[config.mk]
export PLATFORM = sky130hd
export DESIGN_NAME = pimc_top
export DESIGN_NICKNAME = d
export VERILOG_FILES = /design/src/rtl/pimc_pkg.sv /design/src/rtl/pimc_regs.sv /design/src/rtl/pimc_reqgen.sv /design/src/rtl/pimc_arb.sv /design/src/rtl/pimc_top.sv
export SDC_FILE = /design/constraint.sdc
export NUM_CORES = 1
export LEC_CHECK = 0
export BUFFER_PORTS_ARGS = -buffer_cell sky130_fd_sc_hd__buf_2
export CORE_AREA = 2 2 174 176
export CTS_CLUSTER_SIZE = 25
export DETAILED_ROUTE_END_ITERATION = 16
export DIE_AREA = 0 0 176 178
export PLACE_DENSITY = 0.74
export SYNTH_ARGS = -nofsm -noshare
export SYNTH_HDL_FRONTEND = slang
export SYNTH_SLANG_ARGS = --single-unit
[constraint.sdc]
create_clock -name clk -period 149.7 [get_ports clk]
set_input_delay 7.485 -clock clk [delete_from_list [all_inputs] [get_ports clk]]
set_output_delay 7.485 -clock clk [all_outputs]
set_load 0.02 [all_outputs]
[src/rtl/pimc_pkg.sv]
package pimc_pkg;
  // word offsets of the register file
  localparam int OFF_ENSET = 0;
  localparam int OFF_ENCLR = 1;
  localparam int OFF_RAW   = 2;
  localparam int OFF_REQ   = 3;
  localparam int OFF_PRIO0 = 4;

  // which priority word holds source n
  function automatic int fld_word(input int n, input int per_word);
    return n / per_word;
  endfunction

  // lowest bit of source n's field inside its word
  function automatic int fld_lsb(input int n, input int per_word, input int pw);
    return (n % per_word) * pw;
  endfunction
endpackage

[src/rtl/pimc_regs.sv]
module pimc_regs #(
  parameter int NUM_SRC = 32,
  parameter int PRIO_W  = 4,
  parameter int DATA_W  = 32,
  parameter int ADDR_W  = 4
) (
  input  logic                           clk,
  input  logic                           rst_n,
  input  logic                           bus_wr,
  input  logic                           bus_rd,
  input  logic [ADDR_W-1:0]              bus_addr,
  input  logic [DATA_W-1:0]              bus_wdata,
  input  logic [NUM_SRC-1:0]             src_i,
  input  logic [NUM_SRC-1:0]             req_i,
  output logic [NUM_SRC-1:0]             en_o,
  output logic [NUM_SRC-1:0][PRIO_W-1:0] prio_o,
  output logic [DATA_W-1:0]              rdata_o
);
  import pimc_pkg::*;
  localparam int SPW       = DATA_W / PRIO_W;
  localparam int NUM_PWORD = (NUM_SRC + SPW - 1) / SPW;

  logic [NUM_SRC-1:0]             en_q;
  logic [NUM_SRC-1:0][PRIO_W-1:0] prio_q;
  logic [NUM_SRC-1:0]             set_m, clr_m;
  logic [DATA_W-1:0]              pword [NUM_PWORD];
  logic [DATA_W-1:0]              rdata_d, rdata_q;
  int                             aidx;

  assign aidx  = int'(bus_addr);
  assign set_m = (bus_wr && aidx == OFF_ENSET) ? bus_wdata[NUM_SRC-1:0] : '0;
  assign clr_m = (bus_wr && aidx == OFF_ENCLR) ? bus_wdata[NUM_SRC-1:0] : '0;

  always_ff @(posedge clk) begin
    if (!rst_n) en_q <= '0;
    else        en_q <= (en_q | set_m) & ~clr_m;
  end

  always_ff @(posedge clk) begin
    if (!rst_n) prio_q <= '0;
    else if (bus_wr) begin
      for (int n = 0; n < NUM_SRC; n++) begin
        if (aidx == OFF_PRIO0 + fld_word(n, SPW))
          prio_q[n] <= bus_wdata[fld_lsb(n, SPW, PRIO_W) +: PRIO_W];
      end
    end
  end

  // pack the priority fields back into readable words
  for (genvar w = 0; w < NUM_PWORD; w++) begin : g_word
    for (genvar k = 0; k < SPW; k++) begin : g_fld
      if (w * SPW + k < NUM_SRC) begin : g_used
        assign pword[w][k*PRIO_W +: PRIO_W] = prio_q[w*SPW + k];
      end else begin : g_pad
        assign pword[w][k*PRIO_W +: PRIO_W] = '0;
      end
    end
  end

  always_comb begin
    rdata_d = '0;
    if (aidx == OFF_ENSET || aidx == OFF_ENCLR) rdata_d = DATA_W'(en_q);
    else if (aidx == OFF_RAW)                   rdata_d = DATA_W'(src_i);
    else if (aidx == OFF_REQ)                   rdata_d = DATA_W'(req_i);
    else begin
      for (int w = 0; w < NUM_PWORD; w++)
        if (aidx == OFF_PRIO0 + w) rdata_d = pword[w];
    end
  end

  always_ff @(posedge clk) begin
    if (!rst_n)      rdata_q <= '0;
    else if (bus_rd) rdata_q <= rdata_d;
  end

  assign en_o    = en_q;
  assign prio_o  = prio_q;
  assign rdata_o = rdata_q;
endmodule

[src/rtl/pimc_reqgen.sv]
module pimc_reqgen #(
  parameter int NUM_SRC = 32,
  parameter int PRIO_W  = 4
) (
  input  logic [NUM_SRC-1:0]             src_i,
  input  logic [NUM_SRC-1:0]             en_i,
  input  logic [NUM_SRC-1:0][PRIO_W-1:0] prio_i,
  output logic [NUM_SRC-1:0]             req_o
);
  for (genvar n = 0; n < NUM_SRC; n++) begin : g_req
    assign req_o[n] = src_i[n] & en_i[n] & (|prio_i[n]);
  end
endmodule

[src/rtl/pimc_arb.sv]
module pimc_arb #(
  parameter int NUM_SRC = 32,
  parameter int PRIO_W  = 4,
  localparam int ID_W   = (NUM_SRC > 1) ? $clog2(NUM_SRC) : 1
) (
  input  logic [NUM_SRC-1:0]             req_i,
  input  logic [NUM_SRC-1:0][PRIO_W-1:0] prio_i,
  output logic [PRIO_W-1:0]              best_lvl_o,
  output logic [ID_W-1:0]                best_id_o
);
  // strict compare: an equal priority at a higher index never displaces
  always_comb begin
    best_lvl_o = '0;
    best_id_o  = '0;
    for (int i = 0; i < NUM_SRC; i++) begin
      if (req_i[i] && prio_i[i] > best_lvl_o) begin
        best_lvl_o = prio_i[i];
        best_id_o  = ID_W'(i);
      end
    end
  end
endmodule

[src/rtl/pimc_top.sv]
module pimc_top #(
  parameter int NUM_SRC = 32,
  parameter int PRIO_W  = 4,
  parameter int DATA_W  = 32,
  parameter int ADDR_W  = 4,
  localparam int ID_W   = (NUM_SRC > 1) ? $clog2(NUM_SRC) : 1
) (
  input  logic               clk,
  input  logic               rst_n,
  input  logic               bus_wr,
  input  logic               bus_rd,
  input  logic [ADDR_W-1:0]  bus_addr,
  input  logic [DATA_W-1:0]  bus_wdata,
  output logic [DATA_W-1:0]  bus_rdata,
  input  logic [NUM_SRC-1:0] src_i,
  output logic [PRIO_W-1:0]  irq_level,
  output logic [ID_W-1:0]    irq_src
);
  logic [NUM_SRC-1:0]             en_q;
  logic [NUM_SRC-1:0][PRIO_W-1:0] prio_q;
  logic [NUM_SRC-1:0]             req_w;
  logic [PRIO_W-1:0]              best_lvl;
  logic [ID_W-1:0]                best_id;
  logic [PRIO_W-1:0]              lvl_q;
  logic [ID_W-1:0]                id_q;

  pimc_regs #(.NUM_SRC(NUM_SRC), .PRIO_W(PRIO_W), .DATA_W(DATA_W), .ADDR_W(ADDR_W)) u_regs (
    .clk(clk), .rst_n(rst_n), .bus_wr(bus_wr), .bus_rd(bus_rd),
    .bus_addr(bus_addr), .bus_wdata(bus_wdata), .src_i(src_i), .req_i(req_w),
    .en_o(en_q), .prio_o(prio_q), .rdata_o(bus_rdata)
  );

  pimc_reqgen #(.NUM_SRC(NUM_SRC), .PRIO_W(PRIO_W)) u_reqgen (
    .src_i(src_i), .en_i(en_q), .prio_i(prio_q), .req_o(req_w)
  );

  pimc_arb #(.NUM_SRC(NUM_SRC), .PRIO_W(PRIO_W)) u_arb (
    .req_i(req_w), .prio_i(prio_q), .best_lvl_o(best_lvl), .best_id_o(best_id)
  );

  always_ff @(posedge clk) begin
    if (!rst_n) begin
      lvl_q <= '0;
      id_q  <= '0;
    end else begin
      lvl_q <= best_lvl;
      id_q  <= best_id;
    end
  end

  assign irq_level = lvl_q;
  assign irq_src   = id_q;
endmodule

==> flow_summary_export.csv <==
group,metric,value,unit
cts,cts.sink_count,201,
timing,relSlewSlack,0.3284,
worst_setup_path,path_class,"input pin to flop",
timing,final-setup-viol-count,0,
place,globalplace.congestion,0.9815,
synthesis,syn-num-nets,2372,
worst_setup_path,cp.required,150.11,ns
layout,final_nets,2397,
worst_setup_path,cpMostUsedCell,"ha_1",
timing,worst_slack,87.36,ns
routing,drt_iter0_markers,1870,
cts,post_cts_buffers,0,
timing,setup_tns,0,ns
worst_setup_path,critPathMaxFanout,14,
floorplanning,dieArea,31330,um2
job,cap_violations,0,
place,pre_cts_slack,87.83,ns
floorplanning,die_h,178,um
routing,drc,0,
timing,max_slew.worst_pin.slew,1.005,ns
routing,routed_via_density,6.667,
timing,finClkSkew,0.01482,ns
place,io_buffers,112,
cts,cts_root_buf,"clkbuf_16",
worst_setup_path,cp-start-kind,"input pin",
cts,clk_latency,0.53,ns
synthesis,yosysWarningCount,0,
synthesis,syn_area,16210,um2
synthesis,synth_seq_cells,201,
outcome,status,"completed",
synthesis,syn_inst,2213,
worst_setup_path,critical_path.max_stage_delay,0.88,ns
timing,rsz0062_at_grt,"no",
timing,hold_viol_final,0,
power_and_ir_drop,ir_drop,0.008088,mV
synthesis,syn_area_per_cell,7.325,um2
grt,antenna_found_initial,0,
cts,cts_resized,0,
synthesis,synth-edff-count,0,
grt,track_usage,0.3812,
cts,cts_made_buffers,24,
grt,grt_pass1_vias,16326,
grt,grt_start_max_net_pins,86,
routing,dr.pass1.iters,6,
layout,area_growth,9.656,%
timing,drv_slew,0,
timing,final.min_clock_period,62.34,ns
floorplanning,io_pins,113,
cts,cts_hold_buf,0,
timing,whs,0.4854,ns
power_and_ir_drop,swShare,0.2665,
cts,cts_max_level,1,
routing,drtAntennaViolNets,0,
worst_setup_path,crit_path_end_kind,"flop",
synthesis,async_flop_share,0,
synthesis,seq_area_frac_synth,0.2482,
routing,vias,17640,
routing,wl_per_cell,22.93,um
layout,drive_above_1_share,0.1263,
grt,grt_first_pass_wirelength,93.33,mm
timing,timing.fmax,16.04,MHz
worst_setup_path,arrival,62.75,ns
timing,finalCritPeriodShare,0.4165,
place,placedCellCount,2602,
power_and_ir_drop,pwr_density_cell,7.433,nW/um2
worst_hold_path,hold_class,"flop to flop",
power_and_ir_drop,switchingPower,35.22,uW
floorplanning,die_w,176,um
floorplanning,start_util,0.5513,
power_and_ir_drop,combPwrFrac,0.097,
power_and_ir_drop,p_leak,6.515,nW
cts,cts_max_path_buffers,3,
cts,path_clk_slew,0.06,ns
cts,cts_tree,"built",
layout,finalNonFillerCells,2646,
power_and_ir_drop,power.internal,96.90,uW
layout,antenna_cells,0,
synthesis,yosysUniqueCellTypes,120,
floorplanning,core-area,29400,um2
place,detailed_place_hpwl,44.82,mm
grt,globalRouteOverflowTotal,0,
synthesis,synth_ff_type,"dfxtp_1",
power_and_ir_drop,power_frac_seq,0.425,
power_and_ir_drop,clkPwrFrac,0.478,
routing,drt-total-wl,60.67,mm
layout,fillers,2721,
worst_setup_path,slowest_stage,"a2111oi_2",
floorplanning,row_count,63,
==> per-stage QoR <==
| stage | cell area [um2] | total power, mW | util |
|---|---|---|---|
| floorplan | 16210 | 0.06389 | - |
| global placement | 16920 | 0.06946 | 0.5756 |
| detailed placement | 16920 | 0.06962 | 0.5756 |
| CTS | 17770 | 0.1314 | 0.6045 |
| global route | 17770 | 0.1346 | 0.6045 |
| finish | 17770 | 0.1321 | 0.6045 |
==> worst max-delay path: cells and delay by family <==
kind / cells / cell delay (ns)
multiplexers: 22 / 7.30
adder cells (fa/ha/maj): 36 / 9.70
AND/OR/NAND/NOR: 72 / 13.07
AO/OA/AOI/OAI: 98 / 23.61
buffers and inverters: 19 / 1.48
==> power groups by stage <==
stage               combinational [mW]  clock (mW)  sequential, mW
floorplan                      0.00694           0          0.0570
global placement                0.0122           0          0.0572
detailed placement              0.0124           0          0.0573
CTS                             0.0124      0.0629          0.0561
global route                    0.0136      0.0647          0.0562
finish                          0.0128      0.0631          0.0562
==> flip-flops by register name, summed over array words and instances (netlist names) <==
signal and cells:
u_regs.prio_o 128, u_regs.rdata_o 32, u_regs.en_o 32, irq_src 5
irq_level 4
==> synthesized netlist by cell type (6+ instances only) <==
| cell | n | area share |
|---|---|---|
| a211o_1 | 9 | 0.0049 |
| a211oi_1 | 12 | 0.0056 |
| a211oi_2 | 8 | 0.0062 |
| a21o_1 | 31 | 0.014 |
| a21oi_1 | 233 | 0.072 |
| a221oi_1 | 7 | 0.0038 |
| a22oi_1 | 21 | 0.0097 |
| a311oi_1 | 33 | 0.018 |
| a31oi_1 | 20 | 0.0077 |
| a41oi_1 | 35 | 0.019 |
| and2_1 | 30 | 0.012 |
| and3_1 | 18 | 0.0069 |
| buf_1 | 9 | 0.0021 |
| buf_2 | 6 | 0.0019 |
| clkbuf_1 | 114 | 0.026 |
| dfxtp_1 | 201 | 0.25 |
| ha_1 | 87 | 0.067 |
| inv_1 | 145 | 0.034 |
| maj3_1 | 7 | 0.0043 |
| mux2_2 | 25 | 0.017 |
| mux2i_1 | 42 | 0.026 |
| mux4_2 | 11 | 0.015 |
| nand2_1 | 434 | 0.10 |
| nand2b_1 | 13 | 0.0050 |
| nand3_1 | 70 | 0.022 |
| nand4_1 | 16 | 0.0062 |
| nor2_1 | 100 | 0.023 |
| nor2b_1 | 15 | 0.0058 |
| nor3_1 | 25 | 0.0077 |
| o2111ai_1 | 9 | 0.0049 |
| o211a_1 | 6 | 0.0037 |
| o211ai_1 | 34 | 0.016 |
| o21a_1 | 12 | 0.0056 |
| o21ai_0 | 135 | 0.042 |
| o21ai_1 | 8 | 0.0025 |
| o221ai_1 | 8 | 0.0043 |
| o31ai_1 | 11 | 0.0051 |
| o41a_1 | 7 | 0.0049 |
| o41ai_1 | 13 | 0.0070 |
| or2_2 | 6 | 0.0023 |
| or3_1 | 12 | 0.0046 |
| or4_1 | 13 | 0.0060 |
| xnor2_1 | 16 | 0.0086 |
| xor2_1 | 9 | 0.0049 |
==> per-layer routing <==
layer,GRT usage,part of all wire,up-vias
met3,0.08760,0.13,159
met4,0.1605,0.048,0
met1,0.5304,0.41,8309
met2,0.5664,0.41,1028
li1,-,-,8144
met5,0,0,-
==> cells in the final DEF, fill, tap and decap left out, types with 35 or more instances in the layout <==
cell / count
a21oi_1: 233
ha_1: 87
o21ai_0: 135
nand2_1: 433
nor2_1: 100
a41oi_1: 35
inv_1: 144
dfxtp_1: 201
mux2i_1: 42
nand3_1: 69
buf_2: 112
==> worst paths after layout <==
kind	start	end	slack, ns	depth (start not counted)
setup / recovery	src_i[0]	irq_src[3]$_SDFF_PN0_	87.36	247
hold / removal	u_regs.prio_o[0]$_SDFFE_PN0P_	u_regs.prio_o[0]$_SDFFE_PN0P_	0.49	2
setup reg to reg	u_regs.prio_o[2]$_SDFFE_PN0P_	irq_src[3]$_SDFF_PN0_	94.00	246
hold reg to reg	u_regs.prio_o[0]$_SDFFE_PN0P_	u_regs.prio_o[0]$_SDFFE_PN0P_	0.49	2
==> area by class of cell <==
| cell class | instances | area, um2 | area share |
|---|---|---|---|
| clock buffers | 34 | 709.4 | 0.03991 |
| inverters | 146 | 550.5 | 0.03097 |
| well taps | 390 | 488.0 | 0.02745 |
| multi-input cells | 1735 | 11170 | 0.6282 |
| repair buffers | 130 | 695.7 | 0.03914 |
| clock inverters | 10 | 141.4 | 0.007954 |
| flip-flops and latches | 201 | 4024 | 0.2264 |
==> logic make-up after synthesis <==
| logic type | count (synthesis) | share of synthesized area |
|---|---|---|
| compound gates | 737 | 0.3128 |
| xor+xnor | 25 | 0.01351 |
| fa+ha+maj | 95 | 0.07217 |
| buf+inv | 277 | 0.06492 |
| flops | 201 | 0.2482 |
| mux | 84 | 0.06368 |
| simple gates | 794 | 0.2247 |
No activity file was read; power rests on OpenSTA's default activity.
